### config.mk
export PLATFORM = sky130hd
export DESIGN_NAME = swirq_pend_track
export DESIGN_NICKNAME = d
export VERILOG_FILES = /design/src/rtl/swirq_pkg.sv /design/src/rtl/swirq_low_enc.sv /design/src/rtl/swirq_src_row.sv /design/src/rtl/swirq_pend_track.sv
export SDC_FILE = /design/constraint.sdc
export NUM_CORES = 2
export LEC_CHECK = 0
export ABC_CLOCK_PERIOD_IN_PS = 5330
export BUFFER_PORTS_ARGS = -buffer_cell sky130_fd_sc_hd__buf_4
export CELL_PAD_IN_SITES_DETAIL_PLACEMENT = 1
export CELL_PAD_IN_SITES_GLOBAL_PLACEMENT = 1
export CORE_MARGIN = 4
export CORE_UTILIZATION = 35
export CTS_CLUSTER_DIAMETER = 80
export DETAILED_ROUTE_END_ITERATION = 10
export HOLD_SLACK_MARGIN = 0.15
export PLACE_DENSITY_LB_ADDON = 0.05
export SKIP_LAST_GASP = 1
export SYNTH_ARGS = -nofsm -noshare
export SYNTH_HDL_FRONTEND = slang
export SYNTH_HIERARCHICAL = 1
export SYNTH_SLANG_ARGS = --single-unit
### constraint.sdc
create_clock -name clk -period 5.33 [get_ports clk]
set_clock_uncertainty 0.1 [all_clocks]
set_input_delay 0.2665 -clock clk [delete_from_list [all_inputs] [get_ports clk]]
set_output_delay 0.2665 -clock clk [all_outputs]
set_load 0.03 [all_outputs]
### src/rtl/swirq_pkg.sv
package swirq_pkg;
   localparam int MAX_CPU = 8;
   localparam int MAX_SGI = 16;
endpackage

### src/rtl/swirq_low_enc.sv
module swirq_low_enc #(
   parameter int W  = 8,
   parameter int IW = 3
) (
   input  logic [W-1:0]  vec,
   output logic [IW-1:0] idx
);
   generate
      if (W == 1) begin : g_single
         assign idx = '0;
      end else begin : g_scan
         always_comb begin
            idx = '0;
            for (int i = W - 1; i >= 0; i--) begin
               if (vec[i]) idx = IW'(i);
            end
         end
      end
   endgenerate
endmodule

### src/rtl/swirq_src_row.sv
module swirq_src_row #(
   parameter int W  = 8,
   parameter int IW = 3
) (
   input  logic          clk,
   input  logic          rst_n,
   input  logic          set_hit,
   input  logic [IW-1:0] set_src,
   input  logic          clr_hit,
   input  logic [IW-1:0] clr_src,
   output logic [W-1:0]  bits
);
   logic [W-1:0] set_vec;
   logic [W-1:0] clr_vec;

   always_comb begin
      set_vec = '0;
      clr_vec = '0;
      for (int i = 0; i < W; i++) begin
         if (set_hit && int'(set_src) == i) set_vec[i] = 1'b1;
         if (clr_hit && int'(clr_src) == i) clr_vec[i] = 1'b1;
      end
   end

   always_ff @(posedge clk) begin
      if (!rst_n) bits <= '0;
      else        bits <= (bits & ~clr_vec) | set_vec;
   end
endmodule

### src/rtl/swirq_pend_track.sv
module swirq_pend_track #(
   parameter int NUM_CPU = 8,
   parameter int NUM_SGI = 16,
   parameter int ID_W    = 10,
   localparam int CPU_W  = (NUM_CPU > 1) ? $clog2(NUM_CPU) : 1,
   localparam int SGI_W  = (NUM_SGI > 1) ? $clog2(NUM_SGI) : 1
) (
   input  logic               clk,
   input  logic               rst_n,
   input  logic               set_en,
   input  logic [CPU_W-1:0]   set_src,
   input  logic [SGI_W-1:0]   set_sgi,
   input  logic [NUM_CPU-1:0] set_tgt_mask,
   input  logic               clr_en,
   input  logic [CPU_W-1:0]   clr_src,
   input  logic [SGI_W-1:0]   clr_sgi,
   input  logic [NUM_CPU-1:0] clr_tgt_mask,
   input  logic [ID_W-1:0]    q_id,
   input  logic [CPU_W-1:0]   q_tgt,
   output logic               q_pend,
   output logic [CPU_W-1:0]   q_src
);
   localparam int ROWS   = NUM_SGI * NUM_CPU;
   localparam int FLAT_W = ROWS * NUM_CPU;

   generate
      if (NUM_CPU < 1 || NUM_CPU > swirq_pkg::MAX_CPU) begin : g_bad_cpu
         $error("NUM_CPU out of range");
      end
      if (NUM_SGI < 2 || NUM_SGI > swirq_pkg::MAX_SGI || (1 << SGI_W) != NUM_SGI) begin : g_bad_sgi
         $error("NUM_SGI must be a power of two up to the maximum");
      end
      if (ID_W <= SGI_W || ID_W > 31) begin : g_bad_id
         $error("ID_W must exceed the number width and fit an int");
      end
   endgenerate

   logic [NUM_CPU-1:0] row_bits [ROWS];
   logic [FLAT_W-1:0]  pend_flat;

   genvar s, t;
   generate
      for (s = 0; s < NUM_SGI; s++) begin : g_sgi
         for (t = 0; t < NUM_CPU; t++) begin : g_tgt
            localparam int IDX = s * NUM_CPU + t;
            logic set_hit;
            logic clr_hit;
            assign set_hit = set_en && (int'(set_sgi) == s) && set_tgt_mask[t];
            assign clr_hit = clr_en && (int'(clr_sgi) == s) && clr_tgt_mask[t];
            swirq_src_row #(.W(NUM_CPU), .IW(CPU_W)) u_row (
               .clk     (clk),
               .rst_n   (rst_n),
               .set_hit (set_hit),
               .set_src (set_src),
               .clr_hit (clr_hit),
               .clr_src (clr_src),
               .bits    (row_bits[IDX])
            );
            assign pend_flat[IDX*NUM_CPU +: NUM_CPU] = row_bits[IDX];
         end
      end
   endgenerate

   logic               q_in_range;
   logic [NUM_CPU-1:0] q_row;

   always_comb begin
      q_in_range = (int'(q_id) < NUM_SGI) && (int'(q_tgt) < NUM_CPU);
      q_row      = '0;
      if (q_in_range) q_row = row_bits[int'(q_id[SGI_W-1:0]) * NUM_CPU + int'(q_tgt)];
   end

   swirq_low_enc #(.W(NUM_CPU), .IW(CPU_W)) u_enc (
      .vec (q_row),
      .idx (q_src)
   );

   assign q_pend = |q_row;
endmodule

* Word level (Yosys, flattened, before mapping)
Index checks and enable logic that the tools add are counted.
** Cells by class
- Magnitude comparators :: 2
- Bitwise gates (word level) :: 385
- Add/subtract/negate cells :: 1
- Mux-type cells :: 2060
- Reduce and logical (&&, ||, !) cells :: 2341
- Eq/ne operators :: 44
** Operators by type and width (count)
- $logic_and 1x1->1 :: 2336
- $mux 1 :: 2048
- $and 8x8->8 :: 128
- $not 8->8 :: 128
- $or 8x8->8 :: 128
- $eq 4x4->1 const B :: 16
- $bmux 8 s7 :: 1
- $eq 4x3->1 const B :: 8
- $ge 32x8->1 const B :: 1
- $not 8->32 :: 1
- $eq 3x3->1 const B :: 8
- $mux 3 :: 8
- $mux 8 :: 3
- $eq 4x2->1 const B :: 4
- $eq 3x2->1 const B :: 4
- $lt 10x5->1 const B :: 1
- $add 7x3->8 :: 1
- $eq 4x1->1 const B :: 2
- $logic_not 4->1 :: 2
- $reduce_or 8->1 :: 1
- $eq 3x1->1 const B :: 2
- $logic_not 3->1 :: 2
** Storage, ports and cells
- Bits of input ports :: 47
- Output and inout port bits :: 4
- Word-level logic and storage cells :: 4961
- Bits in registers :: 1024

* Depth between registers and ports, before layout
- Depth in word-level cells :: 14
- Mapped depth :: 16
- Depth with buffers taken out :: 10

* Modules after synthesis
The synthesis kept the hierarchy.
** Modules (own cells, without submodules)
- swirq_src_row :: cells an instance 40, instances 128, area each 386.6 um^2, seq. area each 160.2 um^2
- swirq_pend_track :: cells an instance 1068, instances 1, area each 10475.0 um^2, seq. area each 0.0 um^2
- swirq_low_enc :: cells an instance 12, instances 1, area each 83.8 um^2, seq. area each 0.0 um^2

* Worst setup path before layout
No wires, ideal clock.
- Path kind :: input to output
- Start :: in q_tgt[0]
- End :: out q_src[2]
- Required time :: 4.964 ns
- Data arrival time :: 3.680 ns
- Buffers on the path :: 5
- Slack :: 1.283 ns
- Cell stages on the path :: 11
- Cell sequence :: buf_6 buf_8 buf_6 buf_4 buf_2 mux4_2 or3_1 o211ai_1 nand3_1 nand4b_1 nor4b_1
** On the way
- Elaborated cells on any way between the ends :: 14
- Classes of those cells :: add/sub (1); mux (12); bitwise (1)
** RTL lines
- start, declared :: line swirq_pend_track.sv:19 : input logic [CPU_W-1:0] q_tgt,
- $add 7x3->8 :: line swirq_pend_track.sv:70 : if (q_in_range) q_row = row_bits[int'(q_id[SGI_W-1:0]) * NUM_CPU + int'(q_tgt)];
- $not 8->32 (implied by the code) :: line swirq_pend_track.sv:70
- $bmux 8 s7 :: line swirq_pend_track.sv:70
- $mux 8 (implied by the code) (2 in a row) :: line swirq_pend_track.sv:70
- $mux 8 :: line swirq_pend_track.sv:70
- named net q_row[0] :: line swirq_pend_track.sv:65 : logic [NUM_CPU-1:0] q_row;
- $mux 3 :: line swirq_low_enc.sv:15 : if (vec[i]) idx = IW'(i);
- end, declared :: line swirq_pend_track.sv:21 : output logic [CPU_W-1:0] q_src
The timed path passes the listed nets, and every way through them passes these cells. The select of a mux whose other input is x is not followed.

* Worst setup path in the final report
- Start :: in q_tgt[0]
- End :: out q_src[1]
** On the way
- Elaborated cells on any way between the ends :: 14
- Classes of those cells :: add/sub (1); mux (12); bitwise (1)
** RTL lines (line)
- $add 7x3->8 :: swirq_pend_track.sv:70
- $not 8->32 (implied by the code) :: swirq_pend_track.sv:70
- $bmux 8 s7 :: swirq_pend_track.sv:70
- $mux 8 (implied by the code) (2 in a row) :: swirq_pend_track.sv:70
- $mux 8 :: swirq_pend_track.sv:70
- named net q_row[6] :: swirq_pend_track.sv:65
- $mux 3 (7 in a row) :: swirq_low_enc.sv:15
The timed path passes the listed nets, and every way through them passes these cells. The select of a mux whose other input is x is not followed.

==> qor.yml <==
rows: 151
maxCapViolCount: 0
async_flop_share_pct: 0
synth.largest_area_cell: "dfxtp_1"
cts_root_buffer: "clkbuf_16"
crit_path_end_kind: "output port"
met1_length_um: 125000
cp.required_ps: 4960
area_delta_synth_final_pct: 13.6
ir_worst_vdd_v: 0.000278
setup_violations: 0
layout.nets: 6345
slowest_stage: "a2111oi_2"
synth_area_mm2: 0.0600
fill_cells: 19000
worstHoldPathType: "in -> reg"
drive_above_1_share_pct: 9.91
syn-mean-instance-area_um2: 9.68
grtUsageTotal_pct: 29.2
critPathKind: "in -> out"
rsz0062_at_grt: "no"
fin_util_pct: 40.1
synth_top_area_share_pct: 34.1
regArea_mm2: 0.0205
largest-register: "g_sgi.g_tgt.u_row/bits"
vias_per_cell: 6.82
leakage_nw: 21.9
slowest_delay_ps: 880
highest_layer: "met5"
yosys.cell_types.count: 63
dr.pass1.iters: 8
p_total_mw: 18.7
path_max_fanout: 46
tns_ps: 0
cp_common_cell: "buf_4"
cp.arrival_ps: 4620
cts_htree_levels: 4
netlist_top_cells_area: "dfxtp_1 34%, o32ai_1 11%, mux4_2 8.0%"
hold_viol: 0
io_buffers: 50
antenna_left: 0
wl_met3_um: 16400
grt_pass1_vias: 57800
maxSlewHeadroom_pct: 20.6
ys_seq_area_share_pct: 34.1
fin_crit_sh_pct: 93.5
drc: 0
worst-path-buf-inv: 5
die_h_um: 422
synth.net_count: 6247
cts_tree: "yes"
routedWlPerCell_um: 31.6
synth-seq-cells: 1024
synthFlopType: "dfxtp_1"
cts_num_sinks: 1024
outcome: "finished clean"
drt_wl_total_um: 273000
cp_top_family: "compound AO/OA/AOI/OAI gates"
dieArea_mm2: 0.178
clk_pin_slew_ps: 60
grt_pass1_wl_um: 407000
hpwl_um: 168000
synth_edf_count: 0
grt_remaining_overflow: 0
start_util_pct: 35.3
fmax_mhz: 201
multi_input_area_mm2: 0.0374
min_period_ps: 4980
start_kind: "primary input"
reg_top3: "g_sgi.g_tgt.u_row/bits (1024)"
die_w_um: 422
ctsResizeCount: 0
numCtsBuffers: 135
vias: 58900
slew_viol_final: 0
p_per_area_mw_per_mm2: 274
core_area_mm2: 0.170
crit_chain: "buf_8 > buf_12 > buf_4 > mux2i_1 > o22ai_1 > nor2_1 > a2111oi_2 > buf_4 > or3b_1 > a211o_1 > o21ai_1 > a211oi_2 > buf_4"
worst_skew_pair.late_latency_ps: 780
largest_reg_flops: 1024
routed-wl-met2_um: 124000
boundaryPins: 51
worst_pin_slew_ps: 1190
antenna_found_initial: 24
ys_warn_count: 6
syn_inst: 6200
clockBufferDepth: 3
grt_max_degree: 170
drt_iter0_markers: 6291
place.gp.congestion: 0.837
[layer usage]
layer  vias to the layer above  track usage (%)
met5                         -                0
met4                         2             9.75
met3                       376             3.94
met2                      2017             44.9
met1                     30600             42.2
li1                      25800                -
[cell usage after synthesis, drive strengths merged (109+ instances only)]
master,instances
nand3b,262
and2,262
mux4,216
inv,263
o32ai,770
and4,129
nand4bb,129
and4b,385
nor4b,130
buf,191
o22ai,297
dfxtp,1024
mux2i,109
nand3,145
nor4bb,384
nand2,1055
or4b,128
[metrics by stage]
step | hold slack, ps | cells | cell area (um^2) | worst slack, ps
after floorplan | 284 | 6200 | 60000 | 1280
after global placement | 343 | 8369 | 63700 | -454
after detailed placement | 346 | 8369 | 63800 | 439
after CTS | 153 | 8606 | 68100 | 433
after global routing | 194 | 8608 | 68100 | 323
final | 224 | 8633 | 68200 | 345
[cell usage in the layout (no fill, tap or decap), types with 12 or more instances in the layout]
| cell | netlist | layout |
|---|---|---|
| a211oi_1 | 13 | 13 |
| nor2_1 | 47 | 43 |
| clkbuf_8 | 0 | 32 |
| and2_1 | 262 | 262 |
| nand3b_1 | 262 | 262 |
| buf_12 | 0 | 48 |
| nor4bb_1 | 384 | 384 |
| mux4_2 | 214 | 214 |
| and4b_1 | 385 | 385 |
| diode_2 | 0 | 27 |
| a31oi_1 | 12 | 12 |
| nand2_1 | 1055 | 1055 |
| o22ai_1 | 297 | 297 |
| clkbuf_1 | 49 | 29 |
| nand3_1 | 145 | 145 |
| buf_4 | 16 | 134 |
| and4_1 | 129 | 129 |
| clkbuf_16 | 0 | 139 |
| nand4bb_1 | 129 | 129 |
| nor4b_1 | 130 | 130 |
| inv_1 | 263 | 261 |
| a22oi_1 | 35 | 35 |
| or4b_1 | 128 | 128 |
| nor3_1 | 41 | 33 |
| dfxtp_1 | 1024 | 1024 |
| mux2i_1 | 109 | 109 |
| o32ai_1 | 770 | 770 |
| clkinv_2 | 0 | 19 |
[path summary, 6_finish.rpt]
kind,start,endpoint,slack (ps),cells after the start
setup reg to reg,g_sgi[3].g_tgt[3].u_row/bits[2]$_SDFF_PN0_,g_sgi[3].g_tgt[3].u_row/bits[2]$_SDFF_PN0_,4380,2
hold reg to reg,g_sgi[3].g_tgt[0].u_row/bits[1]$_SDFF_PN0_,g_sgi[3].g_tgt[0].u_row/bits[1]$_SDFF_PN0_,350,2
hold / removal,set_tgt_mask[2],g_sgi[12].g_tgt[2].u_row/bits[1]$_SDFF_PN0_,220,4
setup / recovery,q_tgt[0],q_src[1],350,13
[kinds of logic (layout without fill, tap and decap cells)]
family	after synthesis	in the layout	share of synthesized area [%]
flip-flops	1024	1024	34.1
buffers and inverters	504	692	3.75
AO/OA/AOI/OAI	1188	1188	15.9
AND/OR/NAND/NOR	3156	3156	36.3
other	0	27	0
multiplexers	328	328	9.99
[what timing repair did]
action                                 in CTS  in global routing
setup endpoints to repair                   0                  0
buffers inserted                            0                  0
hold buffers                               10                  0
endpoints found under the hold margin     383                  0
[worst reg2reg max path, stage by stage (launching register included)]
cell	delay (ps)
dfxtp_1	550
nand2_1	90
o32ai_1	110
[cell type report]
type                            count  area share (%)
Antenna cell                       27          0.0991
Clock buffer                      200            5.91
Clock inverter                     27           0.367
Inverter                          264            1.45
Multi-Input combinational cell   4672            54.8
Sequential cell                  1024            30.1
Tap cell                         2218            4.07
Timing Repair Buffer              201            3.23
[report_power, final]
part | switching (mW) | internal, mW | total (mW)
Clock | 3.72 | 5.37 | 9.10
Sequential | 0.0153 | 7.67 | 7.69
Combinational | 1.45 | 0.440 | 1.89
Total | 5.19 | 13.5 | 18.7
No activity file was read; power rests on OpenSTA's default activity.
